==> config.mk <==
export PLATFORM = sky130hd
export DESIGN_NAME = soc_rst_mon
export DESIGN_NICKNAME = d
export VERILOG_FILES = /design/src/rtl/rstmon_pkg.sv /design/src/rtl/rstmon_sync_filt.sv /design/src/rtl/rstmon_low_timer.sv /design/src/rtl/rstmon_host_drive.sv /design/src/rtl/soc_rst_mon.sv
export SDC_FILE = /design/constraint.sdc
export NUM_CORES = 1
export LEC_CHECK = 0
export BUFFER_PORTS_ARGS = -buffer_cell sky130_fd_sc_hd__buf_4
export CAP_MARGIN = 20
export CORE_MARGIN = 2
export CORE_UTILIZATION = 40
export DETAILED_ROUTE_END_ITERATION = 8
export GPL_TIMING_DRIVEN = 1
export PLACE_DENSITY = 0.57
export REMOVE_ABC_BUFFERS = 1
export SYNTH_ARGS = -nofsm -noshare
export SYNTH_HDL_FRONTEND = slang
export SYNTH_SLANG_ARGS = --single-unit
==> constraint.sdc <==
create_clock -name clk -period 3.9 [get_ports clk]
set_input_delay 0.39 -clock clk [delete_from_list [all_inputs] [get_ports clk]]
set_output_delay 0.39 -clock clk [all_outputs]
set_load 0.02 [all_outputs]
==> src/rtl/rstmon_pkg.sv <==
package rstmon_pkg;
  typedef enum logic {
    STYLE_PULSE = 1'b0,
    STYLE_LEVEL = 1'b1
  } rst_style_e;

  localparam int unsigned STATUS_W      = 8;
  localparam int unsigned STAT_PULSE_BIT = 5;
  localparam int unsigned STAT_LEVEL_BIT = 6;

  function automatic logic [STATUS_W-1:0] style_status(input rst_style_e s);
    logic [STATUS_W-1:0] v;
    v = '0;
    if (s == STYLE_LEVEL) v[STAT_LEVEL_BIT] = 1'b1;
    else                  v[STAT_PULSE_BIT] = 1'b1;
    return v;
  endfunction
endpackage

==> src/rtl/rstmon_sync_filt.sv <==
module rstmon_sync_filt #(
  parameter int unsigned FILT_CYC = 4
) (
  input  logic clk,
  input  logic rst_n,
  input  logic raw_i,
  output logic level_o
);
  localparam int unsigned CW = (FILT_CYC < 2) ? 1 : $clog2(FILT_CYC);
  localparam logic [CW-1:0] LAST = CW'(FILT_CYC - 1);

  logic s1_q, s2_q, lvl_q;
  logic [CW-1:0] run_q;

  // two-flop synchronizer, idle high (line released)
  always_ff @(posedge clk or negedge rst_n) begin
    if (!rst_n) begin
      s1_q <= 1'b1;
      s2_q <= 1'b1;
    end else begin
      s1_q <= raw_i;
      s2_q <= s1_q;
    end
  end

  // accept a new level only after FILT_CYC equal samples in a row
  always_ff @(posedge clk or negedge rst_n) begin
    if (!rst_n) begin
      lvl_q <= 1'b1;
      run_q <= '0;
    end else if (s2_q == lvl_q) begin
      run_q <= '0;
    end else if (run_q == LAST) begin
      lvl_q <= s2_q;
      run_q <= '0;
    end else begin
      run_q <= run_q + 1'b1;
    end
  end

  assign level_o = lvl_q;
endmodule

==> src/rtl/rstmon_low_timer.sv <==
module rstmon_low_timer #(
  parameter int unsigned TICK_DIV    = 24000,
  parameter int unsigned SLEEP_TICKS = 1000
) (
  input  logic clk,
  input  logic rst_n,
  input  logic clear_i,
  output logic expired_o
);
  localparam int unsigned PW = (TICK_DIV < 2) ? 1 : $clog2(TICK_DIV);
  localparam int unsigned TW = $clog2(SLEEP_TICKS + 1);
  localparam logic [PW-1:0] PRE_LAST = PW'(TICK_DIV - 1);
  localparam logic [TW-1:0] TICK_LIM = TW'(SLEEP_TICKS);

  logic [PW-1:0] pre_q;
  logic [TW-1:0] ticks_q;
  logic          tick;

  assign tick = (pre_q == PRE_LAST);

  always_ff @(posedge clk or negedge rst_n) begin
    if (!rst_n) begin
      pre_q <= '0;
    end else if (clear_i || tick) begin
      pre_q <= '0;
    end else begin
      pre_q <= pre_q + 1'b1;
    end
  end

  always_ff @(posedge clk or negedge rst_n) begin
    if (!rst_n) begin
      ticks_q <= '0;
    end else if (clear_i) begin
      ticks_q <= '0;
    end else if (tick && ticks_q != TICK_LIM) begin
      ticks_q <= ticks_q + 1'b1;
    end
  end

  assign expired_o = (ticks_q == TICK_LIM);
endmodule

==> src/rtl/rstmon_host_drive.sv <==
module rstmon_host_drive #(
  parameter int unsigned DRIVE_CYC = 64,
  parameter int unsigned TAIL_CYC  = 8
) (
  input  logic clk,
  input  logic rst_n,
  input  logic req_i,
  output logic busy_o,
  output logic mask_o
);
  localparam int unsigned DW = $clog2(DRIVE_CYC + 1);
  localparam int unsigned TW = $clog2(TAIL_CYC + 1);
  localparam logic [DW-1:0] DRV_LAST = DW'(DRIVE_CYC - 1);
  localparam logic [TW-1:0] TAIL_LEN = TW'(TAIL_CYC);

  logic          busy_q;
  logic [DW-1:0] left_q;
  logic [TW-1:0] tail_q;

  always_ff @(posedge clk or negedge rst_n) begin
    if (!rst_n) begin
      busy_q <= 1'b0;
      left_q <= '0;
    end else if (!busy_q) begin
      if (req_i) begin
        busy_q <= 1'b1;
        left_q <= DRV_LAST;
      end
    end else if (left_q == '0) begin
      busy_q <= 1'b0;
    end else begin
      left_q <= left_q - 1'b1;
    end
  end

  // keep detection masked while the released line settles through the filter
  always_ff @(posedge clk or negedge rst_n) begin
    if (!rst_n) begin
      tail_q <= '0;
    end else if (busy_q) begin
      tail_q <= TAIL_LEN;
    end else if (tail_q != '0) begin
      tail_q <= tail_q - 1'b1;
    end
  end

  assign busy_o = busy_q;
  assign mask_o = busy_q || (tail_q != '0);
endmodule

==> src/rtl/soc_rst_mon.sv <==
module soc_rst_mon #(
  parameter int unsigned FILT_CYC    = 4,
  parameter int unsigned TICK_DIV    = 24000,
  parameter int unsigned SLEEP_TICKS = 1000,
  parameter int unsigned DRIVE_CYC   = 64
) (
  input  logic       clk,
  input  logic       rst_n,
  input  logic       style_level_i,
  input  logic       sysrst_i,
  input  logic       pltrst_i,
  input  logic       host_rst_req_i,
  output logic       sysrst_drive_o,
  output logic       hostrst_req_o,
  output logic       tpm_rst_o,
  output logic       deep_sleep_ok_o,
  output logic [7:0] style_o
);
  import rstmon_pkg::*;

  localparam int unsigned MASK_TAIL = FILT_CYC + 3;

  rst_style_e style;
  logic       mon_raw;
  logic       line_filt;
  logic       line_prev_q;
  logic       drv_busy;
  logic       drv_mask;
  logic       self_mask;
  logic       tmr_clear;
  logic       tmr_expired;
  logic       tpm_q;

  assign style   = rst_style_e'(style_level_i);
  assign mon_raw = (style == STYLE_LEVEL) ? pltrst_i : sysrst_i;

  rstmon_sync_filt #(
    .FILT_CYC(FILT_CYC)
  ) u_filt (
    .clk    (clk),
    .rst_n  (rst_n),
    .raw_i  (mon_raw),
    .level_o(line_filt)
  );

  rstmon_host_drive #(
    .DRIVE_CYC(DRIVE_CYC),
    .TAIL_CYC (MASK_TAIL)
  ) u_drive (
    .clk   (clk),
    .rst_n (rst_n),
    .req_i (host_rst_req_i),
    .busy_o(drv_busy),
    .mask_o(drv_mask)
  );

  // only the shared line loops our own drive back into the monitor
  assign self_mask = drv_mask && (style == STYLE_PULSE);

  assign tmr_clear = line_filt || self_mask;

  rstmon_low_timer #(
    .TICK_DIV   (TICK_DIV),
    .SLEEP_TICKS(SLEEP_TICKS)
  ) u_timer (
    .clk      (clk),
    .rst_n    (rst_n),
    .clear_i  (tmr_clear),
    .expired_o(tmr_expired)
  );

  always_ff @(posedge clk or negedge rst_n) begin
    if (!rst_n) begin
      line_prev_q <= 1'b1;
      tpm_q       <= 1'b0;
    end else begin
      line_prev_q <= line_filt;
      tpm_q       <= line_prev_q && !line_filt && !self_mask;
    end
  end

  assign tpm_rst_o       = tpm_q;
  assign deep_sleep_ok_o = tmr_expired && !line_filt && !self_mask;
  assign sysrst_drive_o  = drv_busy && (style == STYLE_PULSE);
  assign hostrst_req_o   = drv_busy && (style == STYLE_LEVEL);
  assign style_o         = style_status(style);
endmodule

# Yosys cells after proc, flatten, opt, wreduce, memory -nomap -nowiden
# Index checks and enable logic that the tools add are counted.
[op_classes]
addsub = 5
n_eq_ne = 6
n_mux = 16
bitwise = 2
n_reduce_logical = 20
[ops]
columns = ["cell", "count"]
rows = [
  ["$mux 7", 3],
  ["$mux 10", 2],
  ["$add 15x1->15 const B", 1],
  ["$eq 15x15->1 const B", 1],
  ["$mux 15", 1],
  ["$add 10x1->10 const B", 1],
  ["$eq 10x10->1 const B", 1],
  ["$ne 10x10->1 const B", 1],
  ["$logic_and 1x1->1", 8],
  ["$logic_not 7->1", 1],
  ["$sub 7x1->7 const B", 1],
  ["$mux 1", 6],
  ["$mux 3", 2],
  ["$reduce_bool 2->1", 3],
  ["$mux 2", 2],
  ["$reduce_and 2->1", 2],
  ["$logic_or 1x1->1", 3],
  ["$reduce_bool 3->1", 1],
  ["$sub 3x1->3 const B", 1],
  ["$add 2x1->2 const B", 1],
  ["$eq 2x2->1 const B", 1],
  ["$logic_not 1->1", 2],
  ["$ne 2x2->1 const B", 1],
  ["$not 1->1", 2],
  ["$eq 1x1->1", 1],
]
[totals]
register_bits = 43
output_inout_bits = 12
word_cells = 60

# Depth between registers and ports, before layout
# Gate-level depths: netlist of the first run.
[depth]
word_depth = 6
depth_mapped = 7

# Cells and area by module
# Synthesis of the first run repeated with hierarchy kept, for this count alone.
[unflattened]
hier_cells = 230
hier_area_um2 = 2331.0
[modules_own_cells]
columns = ["module", "n_inst", "cells_each", "area_each_um2", "seq_area_each_um2"]
rows = [
  ["rstmon_low_timer", 1, 141, 1353.8, 625.6],
  ["rstmon_host_drive", 1, 61, 630.6, 275.3],
  ["rstmon_sync_filt", 1, 10, 177.7, 128.9],
  ["soc_rst_mon", 1, 18, 168.9, 51.3],
]

# Least setup slack after synthesis of the first run
# No wires, ideal clock.
[synth_path]
path_type = "flip-flop to output port"
from = "reg u_drive.tail_q[0]"
to = "out deep_sleep_ok_o"
arrival_time_ns = 1.774
path_slack_ns = 1.736
stages_incl_launch_ff = 6
path_cell_list = "dfrtp_1 -> inv_1 -> ha_1 -> nor3b_1 -> o21bai_1 -> nor4_1"
[synth_via]
elab_chain_cells = 5
[synth_lines]
columns = ["item", "line", "text"]
rows = [
  ["from (decl)", "rstmon_host_drive.sv:18", "logic [TW-1:0] tail_q;"],
  ["from (signal assigned)", "rstmon_host_drive.sv:43", "tail_q <= tail_q - 1'b1;"],
  ["$reduce_bool 3->1", "rstmon_host_drive.sv:48", "assign mask_o = busy_q || (tail_q != '0);"],
  ["$logic_or 1x1->1", "rstmon_host_drive.sv:48", ""],
  ["$logic_and 1x1->1", "soc_rst_mon.sv:58", "assign self_mask = drv_mask && (style == STYLE_PULSE);"],
  ["$logic_not 1->1", "soc_rst_mon.sv:83", "assign deep_sleep_ok_o = tmr_expired && !line_filt && !self_mask;"],
  ["$logic_and 1x1->1", "soc_rst_mon.sv:83", ""],
  ["to (decl)", "soc_rst_mon.sv:16", "output logic deep_sleep_ok_o,"],
]
# Every way passes these cells.

# Worst setup path after layout of the first run
[layout_path]
from = "reg u_timer.pre_q[6]"
to = "reg u_timer.ticks_q[7]"
[layout_via]
elab_chain_cells = 3
[layout_lines]
columns = ["item", "line", "text"]
rows = [
  ["from (decl)", "rstmon_low_timer.sv:15", "logic [PW-1:0] pre_q;"],
  ["from (signal assigned)", "rstmon_low_timer.sv:27", "pre_q <= pre_q + 1'b1;"],
  ["$eq 15x15->1", "rstmon_low_timer.sv:19", "assign tick = (pre_q == PRE_LAST);"],
  ["$logic_and 1x1->1", "rstmon_low_timer.sv:36", "end else if (tick && ticks_q != TICK_LIM) begin"],
  ["$reduce_bool 2->1 (no source line)", "n/a", ""],
  ["to (signal assigned)", "rstmon_low_timer.sv:37", "ticks_q <= ticks_q + 1'b1;"],
  ["to (decl)", "rstmon_low_timer.sv:16", "logic [TW-1:0] ticks_q;"],
]
# Every way passes these cells.
# A chain may end at the register's enable or synchronous reset.

==> reports/results.txt, run 1 <==
run status = completed
DR iter-0 viols = 118
via/cell ratio = 5.22
drt wl/cell = 13.0 microns
Total GRT Usage = 0.144
Initial Util = 0.412
Critical Path AT = 2.65 ns
DR vias = 1618
Cell Area, Synth = 2250 sq um
Routability Congestion = 0.820
Worst setup SP type = register
Post-synth ARST share = 1.00
Tcrit/Tclk final = 0.622
CTS tree = yes
first-pass GRT wire length = 7.11 mm
Final HPWL DP = 2.69 mm
DRC = 0
clock latency on the worst-skew pair = 0.29 ns
maximum clock path buffer count = 2
Post-layout nets = 251
Setup violations, final = 0
Worst-Margin Slew = 0.974 ns
CP Capture Type = register
Rows = 27
total gr overflow = 0
Area Overhead vs Synth = 7.94%
Reg area = 1080 sq um
Post-DRT Antenna Nets = 0
worst slack, placed = 1.47 ns
die area = 6250 sq um
Synth Flop Type = dfrtp_1
Peak VDD IR = 0.281 mV
core area = 5470 sq um
total power = 1110 uW
Layout fillers = 530
Hold Path Class = primary input to async pin
pwr/cell area = 456 nW/um^2
part of the Yosys area used for sequential elements = 0.480
Critical Path RT = 4.12 ns
WS Path Type = register to register
Fin. Hold Viols = 0
Mapped Cells = 229
multi-input logic area = 1050 sq um
share of layout cells above drive strength 1 = 0.109
Leak = 0.000988 uW
f_max = 412 MHz
CTS Sinks = 43
die span in x = 79.0 microns
Die H = 79.0 microns
initial antenna violation count = 0
vias in the first global route = 1485
Max Cap Violations = 0
Post-synth EDFFs = 0
Ant. Diodes = 0
H-tree depth = 2
Buffers on Ports = 11
clock-pin slew on the worst setup and hold paths = 0.08 ns
post-route minimum period = 2.42 ns
CTS Hold Buffers Added = 0
Slew Limit Fails = 0
clk root buf = clkbuf_8
Post-CTS Setup Bufs = 0
Final Skew = 0.0125 ns
largest net degree at the start of global routing = 44
DR pass1 iterations = 4
Crit Path Max Fanout = 17
# IOs = 18
Unique masters post-synth = 46
# resized after CTS = 0
Slew HR = 0.345
syn_area_per_cell = 9.83 sq um
CTS buffer count = 5
RSZ-0062 raised after global routing = no
#FFs+latches synth = 43
Synth warnings = 0
final wirelength = 4.02 mm
Final WS setup = 1.48 ns
setup TNS = 0 ns
==> cells in the final DEF (no fill, tap or decap), drive strengths merged, types with 5 or more instances in the layout <==
cell    instances
dfrtp          39
nor2           21
nand2          18
xnor2          16
inv            12
buf            11
nand3           9
nor4            8
nor3            8
ha              8
clkbuf          8
nand4           7
a21oi           6
nand2b          6
conb            6
or4             5
o211ai          5
==> state kept, by name, indices dropped and copies added (netlist names), 2 cells and up <==
| register | count |
|---|---|
| u_timer.pre_q | 15 |
| u_timer.ticks_q | 10 |
| u_drive.left_q | 7 |
| u_filt.run_q | 2 |
| u_drive.tail_q | 3 |
==> cell usage after synthesis, types with 2 or more instances <==
master | number | area (sq um)
inv_1 | 12 | 45.0
nor4_1 | 8 | 50.1
nor2_1 | 21 | 78.8
o41ai_1 | 4 | 35.0
nor3_1 | 8 | 40.0
mux2i_1 | 2 | 20.0
ha_1 | 8 | 100
buf_2 | 2 | 10.0
a31oi_1 | 2 | 12.5
buf_4 | 7 | 52.6
and2_1 | 2 | 12.5
dfstp_2 | 4 | 105
dfrtp_1 | 39 | 976
nand2_1 | 18 | 67.6
nand4_1 | 7 | 43.8
nand3_1 | 9 | 45.0
or4_1 | 5 | 37.5
o211ai_1 | 5 | 37.5
clkbuf_1 | 5 | 18.8
nand2b_1 | 6 | 37.5
and3_1 | 2 | 12.5
xnor2_1 | 16 | 140
mux2_2 | 3 | 33.8
nor2b_1 | 4 | 25.0
o21ai_0 | 3 | 15.0
a21oi_1 | 6 | 30.0
xor2_1 | 2 | 17.5
==> per-layer routing <==
metal	track usage	up-vias	wire length [microns]
li1	-	814	-
met1	0.196	778	1980
met2	0.227	21	1860
met3	0.0341	5	128
met4	0.0466	0	52
met5	0	-	0
==> logic make-up (layout without fill, tap and decap cells) <==
logic type      Yosys count  count (layout)  share of synthesized area
fa+ha+maj                 8               8                     0.0444
mux                       5               5                     0.0239
simple gates             96              96                      0.221
compound gates           31              31                     0.0978
xor+xnor                 18              18                     0.0700
flops                    43              43                      0.480
buf+inv                  27              31                     0.0611
other cells               1               6                    0.00167
==> layout make-up <==
type | instances | share of cell area
flip-flops and latches | 43 | 0.445
multi-input cells | 164 | 0.433
clock buffers | 8 | 0.0329
inverters | 12 | 0.0185
well taps | 72 | 0.0371
repair buffers | 11 | 0.0340
==> path summary, 6_finish.rpt <==
kind	slack, ns	start	cells after the start	to
setup / recovery	1.48	u_timer.pre_q[6]	4	u_timer.ticks_q[7]
hold / removal	0.07	rst_n	1	u_timer.ticks_q[2]
setup reg to reg	1.48	u_timer.pre_q[6]	4	u_timer.ticks_q[7]
hold reg to reg	0.36	u_filt.s1_q	0	u_filt.s2_q
max in group asynchronous	3.43	rst_n	1	u_filt.level_o
min in group clk	0.35	pltrst_i	2	u_filt.s1_q
==> stage by stage <==
| stage | utilization | cell area, sq um | hold slack, ns | cells |
|---|---|---|---|---|
| final | 0.444 | 2430 | 0.0676 | 310 |
| after global routing | 0.444 | 2430 | 0.126 | 310 |
| after CTS | 0.444 | 2430 | 0.0966 | 310 |
| after detailed placement | 0.430 | 2350 | 0.347 | 302 |
| after global placement | 0.430 | 2350 | 0.349 | 302 |
| after floorplan | - | 2180 | 0.0944 | 219 |
==> worst max-delay path, cell delays in order, from the launching register on <==
cell     delay [ns]
dfrtp_1        0.46
or4b_1         0.51
or4_1          0.75
or4_1          0.55
o21ai_1        0.08
==> power breakdown <==
part / switching, uW / internal, uW / total, uW
logic: 139 / 113 / 252
registers: 61.6 / 523 / 584
clock network: 145 / 127 / 273
(Power assumes the default switching activity.)
==> inputs of run 2 (changes only) <==
==> constraint.sdc (replaced) <==
create_clock -name clk -period 2.4 [get_ports clk]
set_input_delay 0.24 -clock clk [delete_from_list [all_inputs] [get_ports clk]]
set_output_delay 0.24 -clock clk [all_outputs]
set_load 0.02 [all_outputs]
==> run 2 against run 1 <==
  * Hold slack better by 0.13 ns
  * Cell count is 2.3% higher
  * Sequential cell count stayed put
  * Via count is 1.1% higher
  * Critical path depth is 2 higher
  * Highest routed layer unchanged
  * Utilization is 1.0 points higher
==> reports/results.txt, run 2 (synthesis results as in run 1) <==
run status = completed
Final WS setup = 0.143 ns
Final Skew = 0.0124 ns
Hold Path Class = primary input to register
multi-input logic area = 1050 sq um
Crit Path Max Fanout = 9
Slew HR = 0.509
Critical Path AT = 2.02 ns
Initial Util = 0.412
clock-pin slew on the worst setup and hold paths = 0.07 ns
final wirelength = 4.00 mm
Tcrit/Tclk final = 0.940
DR iter-0 viols = 117
DRC = 0
largest net degree at the start of global routing = 44
Worst-Margin Slew = 0.735 ns
drt wl/cell = 12.6 microns
via/cell ratio = 5.16
Slew Limit Fails = 0
Leak = 0.00102 uW
clock latency on the worst-skew pair = 0.29 ns
WS Path Type = register to output pin
commonest non-fill, non-tap cell in the layout = dfrtp_1
Buffers on Ports = 11
vias in the first global route = 1479
first-pass GRT wire length = 6.94 mm
Largest Register = u_timer.pre_q
# resized after CTS = 0
core area = 5470 sq um
Total GRT Usage = 0.140
f_max = 443 MHz
CP Capture Type = output pin
post-route minimum period = 2.26 ns
pwr/cell area = 731 nW/um^2
CTS buffer count = 5
die span in x = 79.0 microns
total gr overflow = 0
worst slack, placed = 0.184 ns
initial antenna violation count = 0
Area Overhead vs Synth = 10.4%
Worst setup SP type = register
Max Cap Violations = 0
die area = 6250 sq um
Top Registers = u_timer.pre_q x15, u_timer.ticks_q x10, u_drive.left_q x7
Post-CTS Setup Bufs = 0
Rows = 27
DR pass1 iterations = 4
maximum clock path buffer count = 2
Routability Congestion = 0.763
Reg2Reg Depth = 5
Peak VDD IR = 0.385 mV
Fin. Hold Viols = 0
CTS Sinks = 43
RSZ-0062 raised after global routing = no
commonest non-fill, non-tap cells in the layout = 39 x dfrtp_1, 21 x nor2_1, 18 x nand2_1
max FFs per register = 15
clk root buf = clkbuf_8
# IOs = 18
Post-layout nets = 258
Reg area = 1080 sq um
H-tree depth = 2
Die H = 79.0 microns
CP peak stage delay = 0.39 ns
share of layout cells above drive strength 1 = 0.131
R2R Setup Slk = 0.18 ns
critical-path cell list = inv_1 > ha_1 > nor3b_1 > o21bai_1 > nor4_1 > buf_4
slowest CP cell = dfrtp_1
Ant. Diodes = 0
CTS Hold Buffers Added = 1
Setup violations, final = 0
Critical Path RT = 2.16 ns
Final HPWL DP = 2.73 mm
Layout fillers = 522
Post-DRT Antenna Nets = 0
setup TNS = 0 ns
DR vias = 1635
Worst Hold Depth = 2
CTS tree = yes
run 2: power by group:
group / total, uW / switching, uW / internal (uW)
registers: 947 / 97.9 / 849
clock network: 445 / 238 / 207
logic: 426 / 232 / 194
total: 1820 / 568 / 1250
run 2: path summary, 6_finish.rpt:
check,end,from
max,deep_sleep_ok_o,u_drive.tail_q[0]
min,u_filt.s1_q,pltrst_i
max reg2reg,u_timer.ticks_q[7],u_timer.pre_q[13]
min reg2reg,u_filt.s2_q,u_filt.s1_q
max in group asynchronous,u_filt.s1_q,rst_n
min in group asynchronous,u_timer.pre_q[0],rst_n
run 2: metrics by stage:
step                 util  cells  hold slack, ns  cell area, sq um  power, uW
floorplan               -    219         -0.0556              2180       1260
global placement    0.438    308           0.275              2400       1380
detailed placement  0.438    308           0.270              2400       1390
CTS                 0.454    317           0.189              2490       1850
global route        0.454    317           0.202              2490       1950
finish              0.454    317           0.202              2490       1820
run 2: worst max-delay path: cells and delay by family, from the launching register on:
kind,cells,cell delay [ns]
simple gates,2,0.60
flops,1,0.39
compound gates,1,0.28
buf+inv,2,0.27
fa+ha+maj,1,0.19
run 2: layer usage:
metal / wire length [microns] / GRT usage
met4: 53 / 0.0466
met3: 121 / 0.0341
met5: 0 / 0
met1: 2100 / 0.198
met2: 1720 / 0.210
run 2: cell type report:
type | instances | share of cell area
inverters | 12 | 0.0181
clock buffers | 8 | 0.0322
flip-flops and latches | 43 | 0.435
repair buffers | 18 | 0.0554
multi-input cells | 164 | 0.423
well taps | 72 | 0.0362
